## config.mk

```make
export PLATFORM = sky130hd
export DESIGN_NAME = cp_phase_seq
export DESIGN_NICKNAME = d
export VERILOG_FILES = /design/src/rtl/cp_seq_pkg.sv /design/src/rtl/cp_slot_timer.sv /design/src/rtl/cp_phase_fsm.sv /design/src/rtl/cp_switch_decode.sv /design/src/rtl/cp_rail_monitor.sv /design/src/rtl/cp_phase_seq.sv
export SDC_FILE = /design/constraint.sdc
export NUM_CORES = 1
export LEC_CHECK = 0
export BUFFER_PORTS_ARGS = -buffer_cell sky130_fd_sc_hd__buf_2
export CORE_AREA = 2 2 39 41
export DETAILED_ROUTE_END_ITERATION = 12
export DIE_AREA = 0 0 41 43
export PLACE_DENSITY = 0.71
export RECOVER_POWER = 25
export SETUP_SLACK_MARGIN = 0.2
export SYNTH_ARGS = -nofsm -noshare
export SYNTH_HDL_FRONTEND = slang
export SYNTH_SLANG_ARGS = --single-unit
```

## constraint.sdc

```tcl
create_clock -name clk -period 1.8 [get_ports clk]
set_input_delay 0.36 -clock clk [delete_from_list [all_inputs] [get_ports clk]]
set_output_delay 0.36 -clock clk [all_outputs]
set_load 0.03 [all_outputs]
```

## src/rtl/cp_seq_pkg.sv

```systemverilog
package cp_seq_pkg;

  // Phase slots in the order the pump steps through them
  typedef enum logic [1:0] {
    PH_NEG_STORE = 2'd0,
    PH_NEG_XFER  = 2'd1,
    PH_POS_STORE = 2'd2,
    PH_POS_XFER  = 2'd3
  } phase_e;

  // Switch configuration vector: one bit per distinct configuration
  localparam int SW_W      = 3;
  localparam int SW_DOUBLE = 0;  // both storage phases
  localparam int SW_NEG    = 1;  // negative transfer
  localparam int SW_POS    = 2;  // positive transfer

endpackage

```

## src/rtl/cp_slot_timer.sv

```systemverilog
module cp_slot_timer #(
  parameter int SLOT_CLKS = 100,
  parameter int DEAD_CLKS = 2
) (
  input  logic clk,
  input  logic rst_n,
  input  logic run,
  output logic slot_end,
  output logic dead
);
  localparam int CW = (SLOT_CLKS > 2) ? $clog2(SLOT_CLKS) : 1;
  localparam logic [CW-1:0] LAST   = CW'(SLOT_CLKS - 1);
  localparam logic [CW-1:0] DEAD_N = CW'(DEAD_CLKS);

  logic [CW-1:0] cnt;

  always_ff @(posedge clk or negedge rst_n) begin
    if (!rst_n)           cnt <= '0;
    else if (!run)        cnt <= '0;
    else if (cnt == LAST) cnt <= '0;
    else                  cnt <= cnt + 1'b1;
  end

  assign slot_end = run && (cnt == LAST);
  assign dead     = (cnt < DEAD_N);

  // a slot boundary is only reached after the count has advanced through the slot
  a_r3_slot_progress: assert property (@(posedge clk) disable iff (!rst_n)
    (run && $past(run) && cnt != '0) |-> (cnt == $past(cnt) + 1'b1));

endmodule

```

## src/rtl/cp_phase_fsm.sv

```systemverilog
module cp_phase_fsm
  import cp_seq_pkg::*;
(
  input  logic   clk,
  input  logic   rst_n,
  input  logic   shdn,
  input  logic   demand,
  input  logic   slot_end,
  output logic   run,
  output phase_e phase
);

  always_ff @(posedge clk or negedge rst_n) begin
    if (!rst_n) begin
      run   <= 1'b0;
      phase <= PH_NEG_STORE;
    end else if (shdn) begin
      run   <= 1'b0;
      phase <= PH_NEG_STORE;
    end else if (!run) begin
      run   <= demand;
      phase <= PH_NEG_STORE;
    end else if (slot_end) begin
      if (phase == PH_POS_XFER) begin
        run   <= demand;
        phase <= PH_NEG_STORE;
      end else begin
        phase <= phase_e'(phase + 2'd1);
      end
    end
  end

  // shutdown stops the sequence on the next edge
  a_r8_shdn_stops: assert property (@(posedge clk) disable iff (!rst_n)
    shdn |=> !run);

  // an idle pump with demand and no shutdown starts at storage of the negative rail
  a_r2_start: assert property (@(posedge clk) disable iff (!rst_n)
    (!run && !shdn && demand) |=> (run && phase == PH_NEG_STORE));

  // the pump leaves the running state only on shutdown or at the end of the positive transfer
  a_r6_stop_point: assert property (@(posedge clk) disable iff (!rst_n)
    $fell(run) |-> ($past(shdn) || ($past(phase) == PH_POS_XFER && $past(slot_end))));

  // consecutive slots advance one phase, wrapping to the first
  a_r7_order: assert property (@(posedge clk) disable iff (!rst_n)
    (run && $past(run) && $past(slot_end)) |-> (phase == phase_e'($past(phase) + 2'd1)));

endmodule

```

## src/rtl/cp_switch_decode.sv

```systemverilog
module cp_switch_decode
  import cp_seq_pkg::*;
(
  input  logic            run,
  input  logic            dead,
  input  phase_e          phase,
  output logic [SW_W-1:0] sw
);

  always_comb begin
    sw = '0;
    if (run && !dead) begin
      unique case (phase)
        PH_NEG_STORE, PH_POS_STORE: sw[SW_DOUBLE] = 1'b1;
        PH_NEG_XFER:                sw[SW_NEG]    = 1'b1;
        PH_POS_XFER:                sw[SW_POS]    = 1'b1;
        default:                    sw            = '0;
      endcase
    end
  end

endmodule

```

## src/rtl/cp_rail_monitor.sv

```systemverilog
module cp_rail_monitor (
  input  logic clk,
  input  logic rst_n,
  input  logic shdn,
  input  logic pos_low,
  input  logic neg_low,
  output logic rails_ok
);

  always_ff @(posedge clk or negedge rst_n) begin
    if (!rst_n)                     rails_ok <= 1'b0;
    else if (shdn)                  rails_ok <= 1'b0;
    else if (!pos_low && !neg_low)  rails_ok <= 1'b1;
  end

  // the flag rises only after both rails were seen in regulation
  a_r9_valid_rise: assert property (@(posedge clk) disable iff (!rst_n)
    $rose(rails_ok) |-> $past(!pos_low && !neg_low && !shdn));

  // shutdown clears the flag
  a_r8_valid_clear: assert property (@(posedge clk) disable iff (!rst_n)
    shdn |=> !rails_ok);

endmodule

```

## src/rtl/cp_phase_seq.sv

```systemverilog
module cp_phase_seq
  import cp_seq_pkg::*;
#(
  parameter int SLOT_CLKS = 100,
  parameter int DEAD_CLKS = 2
) (
  input  logic            clk,
  input  logic            rst_n,
  input  logic            shdn,
  input  logic            pos_low,
  input  logic            neg_low,
  output logic [SW_W-1:0] sw_en,
  output logic            running,
  output logic            rails_valid
);

  logic   slot_end;
  logic   dead;
  logic   run;
  phase_e phase;

  cp_slot_timer #(
    .SLOT_CLKS (SLOT_CLKS),
    .DEAD_CLKS (DEAD_CLKS)
  ) u_timer (
    .clk      (clk),
    .rst_n    (rst_n),
    .run      (run),
    .slot_end (slot_end),
    .dead     (dead)
  );

  cp_phase_fsm u_fsm (
    .clk      (clk),
    .rst_n    (rst_n),
    .shdn     (shdn),
    .demand   (pos_low | neg_low),
    .slot_end (slot_end),
    .run      (run),
    .phase    (phase)
  );

  cp_switch_decode u_dec (
    .run   (run),
    .dead  (dead),
    .phase (phase),
    .sw    (sw_en)
  );

  cp_rail_monitor u_mon (
    .clk      (clk),
    .rst_n    (rst_n),
    .shdn     (shdn),
    .pos_low  (pos_low),
    .neg_low  (neg_low),
    .rails_ok (rails_valid)
  );

  assign running = run;

  // never more than one configuration closed
  a_r4_onehot: assert property (@(posedge clk) disable iff (!rst_n)
    $onehot0(sw_en));

  // an idle pump keeps every switch open
  a_r5_idle_open: assert property (@(posedge clk) disable iff (!rst_n)
    !running |-> (sw_en == '0));

  // two different closed configurations are never adjacent in time
  a_r10_break_before_make: assert property (@(posedge clk) disable iff (!rst_n)
    ((|sw_en) && (|$past(sw_en))) |-> (sw_en == $past(sw_en)));

endmodule

```

* Yosys cells after proc, flatten, opt, wreduce, memory -nomap -nowiden *
Cells that the tools add are included.

storage, ports and cells
  bits in registers = 11
  output and inout bits = 5
  bits of input ports = 5
  logic and storage cells = 38

operators by class
  mux-type cells = 16
  bitwise gates (word level) = 1
  equal/unequal tests = 5
  reduce and logical (&&, ||, !) cells = 9
  $add $sub $neg = 2
  order comparisons = 1

operator list
  cell                   number
  $mux W7                2
  $mux W1                9
  $mux W2                4
  $add A7 B1 Y7 const B  1
  $eq A7 B7 Y1 const B   1
  $lt A7 B2 Y1 const B   1
  $eq A2 B2 Y1 const B   2
  $logic_and A1 B1 Y1    3
  $logic_not A1 Y1       3
  $mux W3                1
  $ne A3 B3 Y1 const B   1
  $add A2 B1 Y2 const B  1
  $eq A2 B1 Y1 const B   1
  $logic_not A2 Y1       1
  $reduce_bool A2 Y1     1
  $reduce_or A2 Y1       1
  $or A1 B1 Y1           1

* Depth between registers and ports, before layout *
  depth after elaboration = 5
  mapped depth = 4
  mapped depth without buffers = 4

* Hierarchy *
A second synthesis with hierarchy kept.

second synthesis, totals
  cells, all modules = 51
  area total of the unflattened synthesis = 545.5 µm²

modules (own cells, without submodules)
  module            area each (µm²)  instances  cells each  seq. area each (µm²)
  cp_slot_timer     332.8            1          32          175.2
  cp_phase_fsm      136.4            1          12          75.1
  cp_rail_monitor   38.8             1          3           25.0
  cp_switch_decode  31.3             1          3           0.0
  cp_phase_seq      6.3              1          1           0.0

* Worst setup path after synthesis *
OpenSTA, ideal clock, no wires.

  path kind = register -> output
  start point = reg u_timer.cnt[4]
  end point = out sw_en[1]
  slack = 0.003 ns
  path buffers = 0
  data required time = 1.440 ns
  arrival time = 1.437 ns
  cell stages (with the launch flop) = 4
  cell sequence = dfrtp_1 > or3_4 > o41a_2 > and2_1

between the ends
  longest elaborated chain between the ends = 4

RTL lines
  what                    line                    RTL
  start, declared         cp_slot_timer.sv:15     logic [CW-1:0] cnt;
  start signal, assigned  cp_slot_timer.sv:21     else cnt <= cnt + 1'b1;
  $lt A7 B2 Y1            cp_slot_timer.sv:25     assign dead = (cnt < DEAD_N);
  $logic_not A1 Y1        cp_switch_decode.sv:12  if (run && !dead) begin
  $logic_and A1 B1 Y1     cp_switch_decode.sv:12
  $mux W3                 cp_switch_decode.sv:12
  end, declared           cp_phase_seq.sv:12      output logic [SW_W-1:0] sw_en,

Every way passes these cells.

* Worst setup path after layout *
  start point = reg u_timer.cnt[2]
  end point = out sw_en[1]

Same word-level chain as after synthesis.

==> results.py <==
metrics = {
    "logic_synthesis": {
        "synth_area_leaders": "dfrtp_1, ha_1, nor2_1, o21ai_0, and2_1",
        "syn_inst": 56,
        "ys_seq_area_share_pct": 48.4,
        "ys_types": 21,
        "syn_nets": 66,
        "ys_ff_latch": 11,
        "yosysTopAreaCell": "dfrtp_1",
        "synth.top_cell.area_share_pct": 48.4,
        "syn_avg_cell_area_um2": 10.2,
        "syn_area_um2": 569,
        "ys_warn_count": 0,
    },
    "routing": {
        "drt_wl_total_mm": 1.21,
        "avgViaCountPerCell": 5.08,
        "ant_nets": 0,
        "first_pass_iters": 3,
        "route.detailed.drc": 0,
        "vias": 472,
        "wl_per_cell_um": 13.0,
        "drt-initial-drc-count": 7,
    },
    "placement": {
        "gp_congestion": 0.683,
        "place_ws_ns": 0.000577,
        "hpwl_um": 868,
        "portBuffers": 9,
    },
    "global_routing": {
        "gr-total-overflow": 0,
        "grt_pass1_wl_mm": 2.10,
        "grtUsageTotal_pct": 17.5,
        "antenna_found_initial": 0,
        "grt_start_max_net_pins": 12,
        "grt_pass1_vias": 509,
    },
    "final_layout": {
        "layout-drive-gt1-share_pct": 32.5,
        "fin_util_pct": 56.1,
        "antenna_cells": 0,
        "layout_common_cells": "dfrtp_1, nor2_1",
        "n_fill_cell": 137,
        "area.growth.synth_to_final_pct": 36.5,
        "final_net_count": 88,
        "final_common_cell": "dfrtp_1",
    },
    "timing": {
        "worst_slew_pin_slew_ns": 0.583,
        "finalClockSkew_ns": 0.00755,
        "slew_viol_final": 0,
        "setup_viol_count_final": 4,
        "finalHoldViolCount": 0,
        "fin_crit_ns": 2.09,
        "setup_ws_ns": -0.289,
        "fmax_ghz": 0.479,
        "rsz0062_at_grt": "yes",
        "max_slew_margin_pct": 61.1,
        "post-route-period-util_pct": 116,
    },
    "clock_tree": {
        "root_buffer": "clkbuf_4",
        "clkTransAtPathRegs_ns": 0.07,
        "cts_tree": "done",
        "cts_made_buffers": 3,
        "cts.sinks": 11,
        "cts_htree_levels": 1,
        "clk_path_buf_depth": 2,
        "worstSkewPairLatency_ns": 0.26,
    },
    "floorplan": {
        "initial_core_util_pct": 41.1,
        "dieArea_um2": 1760,
        "die_y_um": 43,
        "num_rows": 14,
        "ios": 10,
        "fp.coreArea_um2": 1380,
        "die_w_um": 41,
    },
    "flow_run": {
        "cap_violations": 0,
    },
    "hold_path": {
        "hold-path-endpoint": "u_mon.rails_ok",
        "min_from": "shdn",
        "holdPathStages": 2,
        "hp-class": "input pin to register",
    },
    "critical_path": {
        "cp.arrival_ns": 1.73,
        "critical_path_class": "register to primary output",
        "critPathRequiredTime_ns": 1.44,
        "rr_startpoint": "u_timer.cnt[2]",
        "worstPathMaxFanout": 3,
        "reg2reg_to": "u_fsm.phase[0]",
        "cp-start-kind": "register",
        "rrSetupSlack_ns": -0.01,
        "rr_worst_depth": 6,
        "crit_path_end_kind": "primary output",
    },
    "status": {
        "violations": "setup timing",
        "status": "finished, violations left",
    },
    "power": {
        "p_per_area_nw_per_um2": 635,
        "leakagePower_nw": 0.359,
        "power_w": 0.000494,
        "peakVddDrop_mv": 0.390,
    },
}
-- worst max-delay path by stage --
stage / depth (start not counted) / to / from
6_report: 4 / sw_en[1] / u_timer.cnt[2]
5_1_grt: 4 / sw_en[1] / u_timer.cnt[2]
4_1_cts: 4 / sw_en[1] / u_timer.cnt[4]
3_5_place_dp: 4 / sw_en[2] / u_timer.cnt[4]
3_3_place_gp: 4 / sw_en[2] / u_timer.cnt[4]
2_1_floorplan: 3 / sw_en[1] / u_timer.cnt[4]
-- worst max-delay path: stages, from the launching register on --
cell and delay, ns:
dfrtp_1 0.39, or3_4 0.40, o41a_4 0.38, and2_4 0.17
buf_6 0.13
-- state kept, by name (all words and copies together) (netlist names) --
signal / flops
u_timer.cnt: 7
u_mon.rails_ok: 1
u_fsm.phase: 2
u_fsm.run: 1
-- layout make-up --
type,count,area (um^2),area share [%]
Timing Repair Buffer,17,133,17.1
Tap cell,16,20.0,2.58
Clock buffer,4,26.3,3.38
Sequential cell,11,275,35.4
Inverter,2,7.51,0.966
Multi-Input combinational cell,43,315,40.6
-- power by group --
part           internal [W]  switching, W  leakage [nW]
clock network     0.0000856     0.0000811        0.0150
registers          0.000255    0.00000780         0.149
logic             0.0000314     0.0000329         0.195
total              0.000372      0.000122         0.359
-- metrics by stage --
stage	cell area [um^2]	instances	hold WS, ns	TNS [ns]
4_1_cts	759	92	0.277	-0.868
6_report	777	93	0.285	-0.823
3_5_place_dp	693	86	0.242	0
3_3_place_gp	693	86	0.246	0
5_1_grt	777	93	0.285	-0.957
2_1_floorplan	591	56	0.0644	0
-- what timing repair did --
| item | in CTS | in global routing |
|---|---|---|
| pin swaps | 2 | 2 |
| setup buffers | 1 | 1 |
| endpoints found under the setup margin | 4 | 4 |
| hold endpoints to repair | 11 | 0 |
| hold buffers | 1 | 0 |
| resized for setup | 7 | 3 |
-- layer usage --
metal	vias up	global-route usage, %	routed length (um)
met5	-	0	0
met4	0	4.00	0
met3	0	4.71	29
met2	8	29.1	695
met1	229	21.6	482
li1	235	-	-
-- cells by family (layout without fill, tap and decap cells) --
group | Yosys count | in the layout | share of synthesized area [%]
fa+ha+maj | 5 | 5 | 11.0
buf+inv | 2 | 23 | 1.32
simple gates | 24 | 24 | 21.3
xor+xnor | 3 | 3 | 4.62
compound gates | 10 | 10 | 11.6
flops | 11 | 11 | 48.4
mux | 1 | 1 | 1.76
-- synthesized netlist by cell type --
| master | n |
|---|---|
| and2_1 | 3 |
| o21ai_0 | 4 |
| mux2i_1 | 1 |
| xnor2_1 | 1 |
| xor2_1 | 2 |
| or3_4 | 1 |
| or3_1 | 2 |
| inv_1 | 2 |
| a21oi_1 | 2 |
| nand2_1 | 4 |
| o41a_2 | 1 |
| nand3_1 | 3 |
| ha_1 | 5 |
| dfrtp_1 | 11 |
| nor2b_1 | 1 |
| nor3_1 | 1 |
| a21boi_1 | 1 |
| nor2_1 | 8 |
| or4_1 | 1 |
| a311oi_1 | 1 |
| o21a_1 | 1 |
(Power assumes the default switching activity.)
